`src/rtl/wa_pkg.sv`:
```
package wa_pkg;
  // number of marker values per agent: before, at, after the barrier
  localparam int VALS_PER_AGENT = 3;

  localparam logic [1:0] PH_PRE  = 2'd0;
  localparam logic [1:0] PH_AT   = 2'd1;
  localparam logic [1:0] PH_POST = 2'd2;
  localparam logic [1:0] PH_RSV  = 2'd3;

  // first value of agent idx's private set
  function automatic int agent_base(int idx);
    return idx * VALS_PER_AGENT;
  endfunction

  // the value an agent must write in a given phase
  function automatic int mark_value(int base, int ph);
    return base + ph;
  endfunction

  // barrier-time value of an agent
  function automatic int barrier_value(int base);
    return base + 1;
  endfunction

  // membership of v in the set starting at base
  function automatic bit in_set(int base, int v);
    return (v >= base) && (v < base + VALS_PER_AGENT);
  endfunction
endpackage

```
`src/rtl/wa_agent_track.sv`:
```
module wa_agent_track #(
  parameter int DATA_W     = 3,
  parameter int OWN_BASE   = 0,
  parameter int OTHER_BASE = 3
) (
  input  logic              clk,
  input  logic              rst_n,
  input  logic              vld,
  input  logic              wr,
  input  logic [DATA_W-1:0] data,
  input  logic [1:0]        phase,
  output logic              seen_q,
  output logic              own_first_q,
  output logic              seen_d,
  output logic              own_first_d,
  output logic              bad_access
);
  import wa_pkg::*;

  localparam logic [DATA_W-1:0] OWN_BAR   = DATA_W'(barrier_value(OWN_BASE));
  localparam logic [DATA_W-1:0] OTHER_BAR = DATA_W'(barrier_value(OTHER_BASE));

  logic bar_done_q;
  logic bar_write;
  logic obs_hit;
  logic wr_bad;
  logic rd_bad;

  // own barrier write seen on the trace
  assign bar_write = vld && wr && (phase == PH_AT) && (data == OWN_BAR);
  // first read returning the other agent's barrier value
  assign obs_hit   = vld && !wr && (data == OTHER_BAR) && !seen_q;

  assign wr_bad = (phase == PH_RSV) ||
                  (int'(data) != mark_value(OWN_BASE, int'(phase)));
  assign rd_bad = !in_set(OWN_BASE, int'(data)) && !in_set(OTHER_BASE, int'(data));
  assign bad_access = vld && (wr ? wr_bad : rd_bad);

  assign seen_d      = seen_q || obs_hit;
  assign own_first_d = obs_hit ? bar_done_q : own_first_q;

  always_ff @(posedge clk) begin
    if (!rst_n) begin
      bar_done_q  <= 1'b0;
      seen_q      <= 1'b0;
      own_first_q <= 1'b0;
    end else begin
      bar_done_q  <= bar_done_q || bar_write;
      seen_q      <= seen_d;
      own_first_q <= own_first_d;
    end
  end

  assert_seen_sticky_R4: assert property (@(posedge clk) disable iff (!rst_n)
    seen_q |=> seen_q);
  assert_order_frozen_R5: assert property (@(posedge clk) disable iff (!rst_n)
    seen_q |=> $stable(own_first_q));
  assert_order_needs_seen_R5: assert property (@(posedge clk) disable iff (!rst_n)
    own_first_q |-> seen_q);
  assert_idle_no_change_R8: assert property (@(posedge clk) disable iff (!rst_n)
    !vld |=> $stable(seen_q));
endmodule

```
`config.mk`:
```
export PLATFORM = sky130hd
export DESIGN_NAME = wa_agent_track
export DESIGN_NICKNAME = d
export VERILOG_FILES = /design/src/rtl/wa_pkg.sv /design/src/rtl/wa_agent_track.sv
export SDC_FILE = /design/constraint.sdc
export NUM_CORES = 1
export LEC_CHECK = 0
export ABC_AREA = 1
export BUFFER_PORTS_ARGS = -buffer_cell sky130_fd_sc_hd__buf_2
export CORE_AREA = 4 4 41 43
export DETAILED_ROUTE_END_ITERATION = 8
export DIE_AREA = 0 0 45 47
export PLACE_DENSITY = 0.35
export SLEW_MARGIN = 20
export SYNTH_ARGS = -nofsm -noshare
export SYNTH_HDL_FRONTEND = slang
export SYNTH_SLANG_ARGS = --single-unit
export TNS_END_PERCENT = 30
```
`constraint.sdc`:
```
create_clock -name clk -period 0.85 [get_ports clk]
set_input_delay 0.085 -clock clk [delete_from_list [all_inputs] [get_ports clk]]
set_output_delay 0.085 -clock clk [all_outputs]
set_load 0.01 [all_outputs]
```
### After elaboration in Yosys (flattened, before gate mapping)

Index checks and enable logic that the tools add are counted.

* magnitude comparators: 3
* equal/unequal tests: 5
* reduce and logical (&&, ||, !) cells: 16
* multiplexer cells: 2

Operator list (count)
* 1-bit logical AND: 9
* 1-bit zero test: 4
* 3-bit by 1-bit equality test with 1-bit output, second input constant: 1
* 3-bit equality test, second input constant: 1
* 3-bit by 2-bit greater-or-equal comparator with 1-bit output, second input constant: 1
* 1-bit logical OR: 3
* 3-bit by 2-bit < comparator with 1-bit output, second input constant: 1
* 3-bit < comparator, second input constant: 1
* 3-bit inequality test: 1
* 2-bit by 1-bit equality test with 1-bit output, second input constant: 1
* 2-bit equality test, second input constant: 1
* 1-bit 2-to-1 mux: 2

* bits in registers: 3
* input port bits: 9
* output and inout bits: 5

### Logic depth before layout (Yosys ltp)

Gate-level depths: netlist of the first run.

* depth after elaboration: 6
* mapped depth: 6
* depth with buffers taken out: 6

### Worst setup path before layout of the first run

OpenSTA, ideal clock, no wires.

* path type: register to output
* from: reg seen_q
* to: out own_first_d
* stages on the path, launching flop included: 6
* path slack: 0.048 ns
* arrival time: 0.717 ns
* cell sequence: dfxtp_1 inv_1 nand4_1 nand2_1 nand2_1 inv_1

* cells in the longest elaborated chain, start to end: 3

Ends and longest elaborated chain
* start, declared: line wa_agent_track.sv:12 `output logic seen_q,`
* start signal, assigned: line wa_agent_track.sv:49 `seen_q <= seen_d;`
* 1-bit zero test: line wa_agent_track.sv:32 `assign obs_hit = vld && !wr && (data == OTHER_BAR) && !seen_q;`
* 1-bit logical AND: line wa_agent_track.sv:32
* 1-bit 2-to-1 mux: line wa_agent_track.sv:40 `assign own_first_d = obs_hit ? bar_done_q : own_first_q;`
* end, declared: line wa_agent_track.sv:15 `output logic own_first_d,`

Every way passes these cells.

### Final worst setup path of the first run

Same ends and word-level chain as after synthesis.

==> run summary, run 1 <==
status -> finished, violations left
violated checks -> negative setup slack
initial antenna violation count -> 0
post-route ant nets -> 0
die area -> 2120 sq um
Min-Delay Path Class -> input port to register
top post-synthesis cells by area -> dfxtp_1 28%, inv_1 14%, nand2_1 14%
Slew HR -> 0.883
final period demand of the worst path -> 1.06 ns
ant diodes -> 0
Die Ht -> 47 microns
DRC -> 0
Root Buffer -> clkbuf_4
number of max-cap violations -> 0
r2r worst-path depth -> 7
Final Cell Area -> 367 sq um
P&R area growth vs syn -> 70.3%
top-area cell type share of the netlist area -> 0.279
DR WL/cell -> 8.38 microns
final hold vios -> 0
RR Endpoint -> own_first_q$_SDFF_PN0_
vias in the first global route -> 317
Die W -> 45 microns
DRT iter0 DRCs -> 4
register area share after synthesis -> 0.279
EDFF count, synth -> 0
placed inst area -> 329 sq um
Final Cycle Share -> 1.25
Max Buffers Root-to-Sink -> 2
synth warn -> 0
Fillers -> 152
gpl congestion -> 0.629
critical path type -> register to output port
final worst slack -> -0.214 ns
# rows -> 13
via count -> 283
largest net degree at the start of global routing -> 5
TritonCTS Sinks -> 3
final net count -> 68
fmax -> 940 MHz
Core Region -> 1300 sq um
CTS tree -> built
register-to-register setup slack -> -0.09 ns
GR Overflow Total -> 0
utilization after layout -> 0.282
vias per cell -> 3.88
ys flop type -> dfxtp_1
cell area after synthesis -> 215 sq um
synthesized flop and latch total -> 3
hold_sp -> rst_n
Gate Count Post-Synth -> 36
layout cells sized above 1 -> 0.466
ys async rst share -> 0
Avg Cell Area, Syn -> 5.98 sq um
routed wire length -> 612 microns
number of buffers created by CTS -> 3
skew final -> 0.00366 ns
Reg clk slew, reported paths -> 0.04 ns
slew of the pin with the lowest slew margin -> 0.175 ns
cell taking the most area after synthesis -> dfxtp_1
htree depth -> 1
# IOs -> 14
insertion delay to the later sink of the worst-skew pair -> 0.23 ns
worst r2r src -> seen_q$_SDFF_PN0_
startpoint types -> register
hold depth -> 3
Mapped Nets -> 45
I/O Buffers -> 13
Distinct cells, synth -> 13
top post-synthesis cells by count -> 8 x inv_1, 8 x nand2_1, 3 x a21oi_1, 3 x dfxtp_1, 3 x nand3_1
Final HPWL DP -> 507 microns
drt pass-1 iters -> 2
Crit Path Max Fanout -> 3
Total GRT Usage -> 0.0773
Critical Path Sink Type -> output port
# setup viols final -> 3
first-pass GRT wire length -> 1150 microns
worst hold path endpoint -> own_first_q$_SDFF_PN0_
WP data arrival -> 0.98 ns
CP required -> 0.76 ns
Slew Limit Fails -> 0
Pleak -> 0.205 nW
Initial Util -> 0.165
pwr dens -> 1350 nW/um^2
peak supply drop -> 0.570 mV
RSZ-0062 raised after global routing -> yes
## worst max-delay path, stage by stage (launching register included)
cell and delay, ns:
dfxtp_2 0.31, inv_2 0.06, nand4_1 0.09, nand2_1 0.06
nand2_1 0.06, inv_1 0.05, buf_2 0.12
## final cells by class
cell class              instances  area, sq um  share of cell area
clock buffers                   4         26.3              0.0717
multi-input cells              24          124               0.338
inverters                       9         33.8              0.0922
flip-flops and latches          3         61.3               0.167
repair buffers                 18          103               0.280
well taps                      15         18.8              0.0512
## layer usage
metal,share of wire,up-vias,track usage
met3,0.056,0,0.0307
met5,0,-,0
met1,0.42,122,0.0703
li1,-,156,-
met2,0.53,5,0.133
met4,0,0,0.0702
## cell usage in the layout (no fill, tap or decap)
cell       n
a21oi_1    3
buf_2     13
buf_4      5
clkbuf_1   1
clkbuf_4   3
dfxtp_1    2
dfxtp_2    1
inv_1      7
inv_2      2
nand2_1    7
nand2_2    1
nand3_1    3
nand4_1    2
nor2_1     2
nor2_2     1
nor2_4     1
nor3_1     2
o21ai_1    1
xnor2_1    1
## registers in the layout, indices dropped and copies added (netlist names)
| register | count |
|---|---|
| own_first_q | 1 |
| bar_done_q | 1 |
| seen_q | 1 |
## logic make-up after synthesis
family	count (synthesis)	share of synthesized area
AO/OA/AOI/OAI	4	0.0930
XOR/XNOR	1	0.0407
AND/OR/NAND/NOR	19	0.430
flip-flops	3	0.279
buffers and inverters	9	0.157
## how the worst max path moves through the flow
| stage | startpoint | end | slack (ns) | depth (start not counted) |
|---|---|---|---|---|
| final | seen_q$_SDFF_PN0_ | own_first_d | -0.21 | 6 |
| after global routing | seen_q$_SDFF_PN0_ | own_first_d | -0.29 | 6 |
| after CTS | seen_q$_SDFF_PN0_ | own_first_d | -0.23 | 6 |
| after detailed placement | data[1] | own_first_d | -0.04 | 8 |
| after global placement | data[1] | own_first_d | -0.06 | 8 |
| after floorplan | seen_q$_SDFF_PN0_ | own_first_d | 0.05 | 5 |
## through the flow
step,hold WS (ns),std cells,setup TNS (ns),setup WS [ns],power [W]
2_1_floorplan,0.244,36,0,0.0482,0.000189
3_3_place_gp,0.354,68,-0.111,-0.0560,0.000247
3_5_place_dp,0.357,68,-0.0673,-0.0379,0.000244
4_1_cts,0.114,73,-0.475,-0.235,0.000512
5_1_grt,0.142,73,-0.685,-0.292,0.000536
6_report,0.118,73,-0.424,-0.214,0.000496
## power by group
group	switching, W	total [W]	internal [W]
clock network	0.0000745	0.000250	0.000176
registers	0.00000107	0.000145	0.000144
logic	0.0000521	0.000100	0.0000479
total	0.000128	0.000496	0.000368
## repair_timing
action / in CTS / in global routing
hold endpoints to repair: 0 / 0
setup endpoints to repair: 3 / 4
buffers inserted: 1 / 0
hold buffers: 0 / 0
gates cloned: 0 / 0
pin swaps: 1 / 0
resized for setup: 2 / 2
No activity file was read; power rests on OpenSTA's default activity.
==> inputs of run 2 (changes only) <==
Settings changed: SKIP_CTS_REPAIR_TIMING from default to 1, SKIP_LAST_GASP from default to 1.
Clock period 0.85 ns to 1.2 ns, I/O delays scaled along.
==> run 2 against run 1 <==
Net effect: the flow now finishes without violations; sequential cell count stayed put; clock skew rose by 0.00085 ns; die area unchanged; global-route usage down 1.8 points; clock power shrank 31%; clock-buffer cell count did not move; register-to-register slack improved by 0.57 ns; setup slack improved by 0.32 ns; combinational power fell by 39%; largest cell class unchanged; highest routed layer unchanged.
==> run summary, run 2 (synthesis results as in run 1) <==
status -> finished clean
final non-filler cell total -> 69
Reg clk slew, reported paths -> 0.04 ns
initial antenna violation count -> 0
Pleak -> 0.188 nW
Reg area -> 61.3 sq um
crit path buf inv count -> 3
Placed Cells -> 64
drt pass-1 iters -> 4
startpoint types -> register
peak supply drop -> 0.349 mV
Slew HR -> 0.902
Die Ht -> 47 microns
top cell family by delay on the critical path -> flip-flops
Root Buffer -> clkbuf_4
area of the multi-input gates -> 124 sq um
RSZ-0062 raised after global routing -> no
Crit Path Max Fanout -> 3
TritonCTS Sinks -> 3
DRC -> 0
most frequent cells in the layout -> 13 x buf_2, 7 x inv_1, 7 x nand2_1
worst-path cell chain -> inv_2 > nand4_1 > nand2_1 > nand2_2 > inv_1 > buf_2
final net count -> 64
biggest regs -> bar_done_q x1, own_first_q x1, seen_q x1
Slew Limit Fails -> 0
WP data arrival -> 0.98 ns
via count -> 276
Final HPWL DP -> 455 microns
# setup viols final -> 0
P&R area growth vs syn -> 56.4%
final hold vios -> 0
htree depth -> 1
post-route ant nets -> 0
largest net degree at the start of global routing -> 6
Max Buffers Root-to-Sink -> 2
Core Region -> 1300 sq um
first-pass GRT wire length -> 869 microns
commonest non-fill, non-tap cell in the layout -> buf_2
ant diodes -> 0
Die W -> 45 microns
Fillers -> 162
DRT iter0 DRCs -> 4
Flop pwr share -> 0.305
vias in the first global route -> 260
routed wire length -> 532 microns
# IOs -> 14
# rows -> 13
Final Cycle Share -> 0.916
Initial Util -> 0.165
CTS tree -> built
vias per cell -> 4.00
gpl congestion -> 0.650
GR Overflow Total -> 0
fmax -> 910 MHz
slew of the pin with the lowest slew margin -> 0.145 ns
critical path type -> register to output port
internal cell power -> 0.000253 W
die area -> 2120 sq um
number of buffers created by CTS -> 3
Comb power frac -> 0.182
insertion delay to the later sink of the worst-skew pair -> 0.23 ns
CP required -> 1.08 ns
pwr dens -> 1000 nW/um^2
final setup TNS -> 0 ns
Min-Delay Path Class -> input port to register
crit-path max cell delay -> 0.31 ns
Sw Share -> 0.248
number of max-cap violations -> 0
I/O Buffers -> 13
clock network power share -> 0.513
layout cells sized above 1 -> 0.426
Psw -> 0.0000837 W
Critical Path Sink Type -> output port
Total GRT Usage -> 0.0592
critical path's slowest cell -> dfxtp_2
final period demand of the worst path -> 1.10 ns
DR WL/cell -> 7.71 microns
skew final -> 0.00451 ns
==> run 2: layout make-up <==
| class | instances | area share |
|---|---|---|
| inverters | 9 | 0.100 |
| well taps | 15 | 0.0558 |
| repair buffers | 14 | 0.216 |
| clock buffers | 4 | 0.0781 |
| multi-input cells | 24 | 0.368 |
| flip-flops and latches | 3 | 0.182 |
==> run 2: through the flow <==
stage / instance area [sq um] / util / power (W) / worst slack [ns] / hold WS [ns]
after detailed placement: 299 / 0.230 / 0.000165 / 0.233 / 0.386
after global placement: 299 / 0.230 / 0.000167 / 0.241 / 0.389
after CTS: 325 / 0.250 / 0.000345 / 0.0120 / 0.151
after global routing: 337 / 0.259 / 0.000362 / 0.0169 / 0.184
after floorplan: 215 / - / 0.000134 / 0.363 / 0.279
final: 337 / 0.259 / 0.000337 / 0.101 / 0.150
==> run 2: path summary, 6_finish.rpt <==
check                              from                      to  slack, ns  cells past startpoint
setup / recovery      seen_q$_SDFF_PN0_             own_first_d       0.10                      6
hold / removal                    rst_n  own_first_q$_SDFF_PN0_       0.15                      3
setup reg to reg      seen_q$_SDFF_PN0_  own_first_q$_SDFF_PN0_       0.48                      4
hold reg to reg   bar_done_q$_SDFF_PN0_   bar_done_q$_SDFF_PN0_       0.46                      2
==> run 2: worst min-delay path, delay by kind of cell <==
| family | cells | cell delay (ns) |
|---|---|---|
| buf+inv | 2 | 0.12 |
| simple gates | 1 | 0.09 |
==> run 2: routing by layer <==
metal  wire length [microns]  global-route usage
met1                     210              0.0499
met4                       0              0.0702
met2                     283               0.102
met3                      38              0.0192
met5                       0                   0
==> run 2: power groups by stage <==
stage / sequential (W) / clock (W) / combinational (W)
finish: 0.000103 / 0.000173 / 0.0000614
CTS: 0.000103 / 0.000181 / 0.0000608
detailed placement: 0.000104 / 0 / 0.0000605
global placement: 0.000104 / 0 / 0.0000623
global route: 0.000103 / 0.000190 / 0.0000693
floorplan: 0.000105 / 0 / 0.0000289
==> inputs of run 3 (changes only) <==
Settings changed: CORE_AREA 4 4 41 43 to 2 2 39 41, DIE_AREA 0 0 45 47 to 0 0 41 43.
==> run 3 against run 2 <==
Net effect: setup slack worse by 0.021 ns; sequential cell count unchanged; critical endpoint unchanged; largest power group unchanged; sequential power about the same.
==> run summary, run 3 (synthesis results as in run 1) <==
met3 WL post-DR -> 59 microns
htree depth -> 1
overall power -> 0.000336 W
Total GRT Usage -> 0.0622
DRC -> 0
startpoint types -> register
vias per cell -> 3.88
DRT iter0 DRCs -> 1
r2r worst-path depth -> 5
worst hold path endpoint -> own_first_q$_SDFF_PN0_
WP data arrival -> 1.00 ns
worst r2r src -> seen_q$_SDFF_PN0_
ant diodes -> 0
final net count -> 63
Die Ht -> 43 microns
drt pass-1 iters -> 2
slew of the pin with the lowest slew margin -> 0.150 ns
Hold WS -> 0.149 ns
Reg clk slew, reported paths -> 0.04 ns
hold depth -> 3
routed wire length -> 534 microns
Min-Delay Path Class -> input port to register
Crit Path Max Fanout -> 4
met2 wire len -> 208 microns
Slew HR -> 0.899
fmax -> 892 MHz
final setup TNS -> 0 ns
pwr dens -> 1030 nW/um^2
CTS tree -> built
first-pass GRT wire length -> 703 microns
final period demand of the worst path -> 1.12 ns
number of buffers created by CTS -> 3
gpl congestion -> 0.607
post-route ant nets -> 0
layout cells sized above 1 -> 0.377
P&R area growth vs syn -> 51.7%
insertion delay to the later sink of the worst-skew pair -> 0.23 ns
I/O Buffers -> 13
Die W -> 41 microns
Final HPWL DP -> 448 microns
biggest regs -> bar_done_q x1, own_first_q x1, seen_q x1
Fillers -> 165
# rows -> 14
die area -> 1760 sq um
Max Buffers Root-to-Sink -> 2
peak supply drop -> 0.304 mV
Pleak -> 0.183 nW
Initial Util -> 0.156
number of max-cap violations -> 0
via count -> 268
Slew Limit Fails -> 0
CP required -> 1.08 ns
most frequent cells in the layout -> 13 x buf_2, 8 x nand2_1, 7 x inv_1
status -> finished clean
utilization after layout -> 0.236
critical path type -> register to output port
highest routed layer -> met3
initial antenna violation count -> 0
vias in the first global route -> 201
RR Endpoint -> own_first_q$_SDFF_PN0_
hold_sp -> rst_n
commonest non-fill, non-tap cell in the layout -> buf_2
TritonCTS Sinks -> 3
Critical Path Sink Type -> output port
skew final -> 0.00205 ns
DR WL/cell -> 7.74 microns
Post-Place Setup Slack -> 0.222 ns
Core Region -> 1380 sq um
met1 wire length -> 267 microns
final worst slack -> 0.0795 ns
Root Buffer -> clkbuf_4
Final Cycle Share -> 0.934
# setup viols final -> 0
final hold vios -> 0
# IOs -> 14
register-to-register setup slack -> 0.46 ns
largest net degree at the start of global routing -> 6
GR Overflow Total -> 0
RSZ-0062 raised after global routing -> no
==> run 3: cell types whose count changed in the layout (fill, tap and decap cells not counted) <==
cell,previous run,this run
buf_4,1,0
nand2_1,7,8
dfxtp_1,2,3
nand2_2,1,0
dfxtp_2,1,0
==> run 3: layout make-up <==
cell class | count | area [sq um] | area share
clock buffer | 4 | 26.3 | 0.0805
multi-input combinational | 24 | 121 | 0.372
timing repair buffer | 13 | 65.1 | 0.199
inverter | 9 | 33.8 | 0.103
tap | 16 | 20.0 | 0.0613
sequential | 3 | 60.1 | 0.184
==> run 3: through the flow <==
step | cell area, sq um | cells
final | 327 | 69
after global routing | 327 | 69
after CTS | 327 | 69
after detailed placement | 300 | 65
after global placement | 300 | 65
after floorplan | 215 | 36
==> run 3: worst max-delay path by stage <==
stage	endpoint	slack, ns	start	cells past startpoint
finish	own_first_d	0.08	seen_q$_SDFF_PN0_	6
global route	own_first_d	0.0003	seen_q$_SDFF_PN0_	6
CTS	own_first_d	0.02	seen_q$_SDFF_PN0_	6
detailed placement	own_first_d	0.22	data[1]	8
global placement	own_first_d	0.24	data[1]	8
floorplan	own_first_d	0.36	seen_q$_SDFF_PN0_	5
==> run 3: worst max-delay path, cell delays in order (launching register included) <==
cell and delay [ns]:
dfxtp_1 0.31, inv_2 0.07, nand4_1 0.10, nand2_1 0.06
nand2_1 0.07, inv_1 0.05, buf_2 0.11
==> run 3: metal layers <==
layer / vias to the layer above / track usage
met1: 108 / 0.0804
met3: 0 / 0.0157
met5: - / 0
met4: 0 / 0.0800
met2: 12 / 0.0688
li1: 148 / -
==> run 3: power by group <==
group | internal [W] | leakage [nW] | switching (W)
Clock | 0.000124 | 0.0150 | 0.0000483
Sequential | 0.000102 | 0.0242 | 0.000000755
Combinational | 0.0000259 | 0.144 | 0.0000348
Total | 0.000252 | 0.183 | 0.0000839
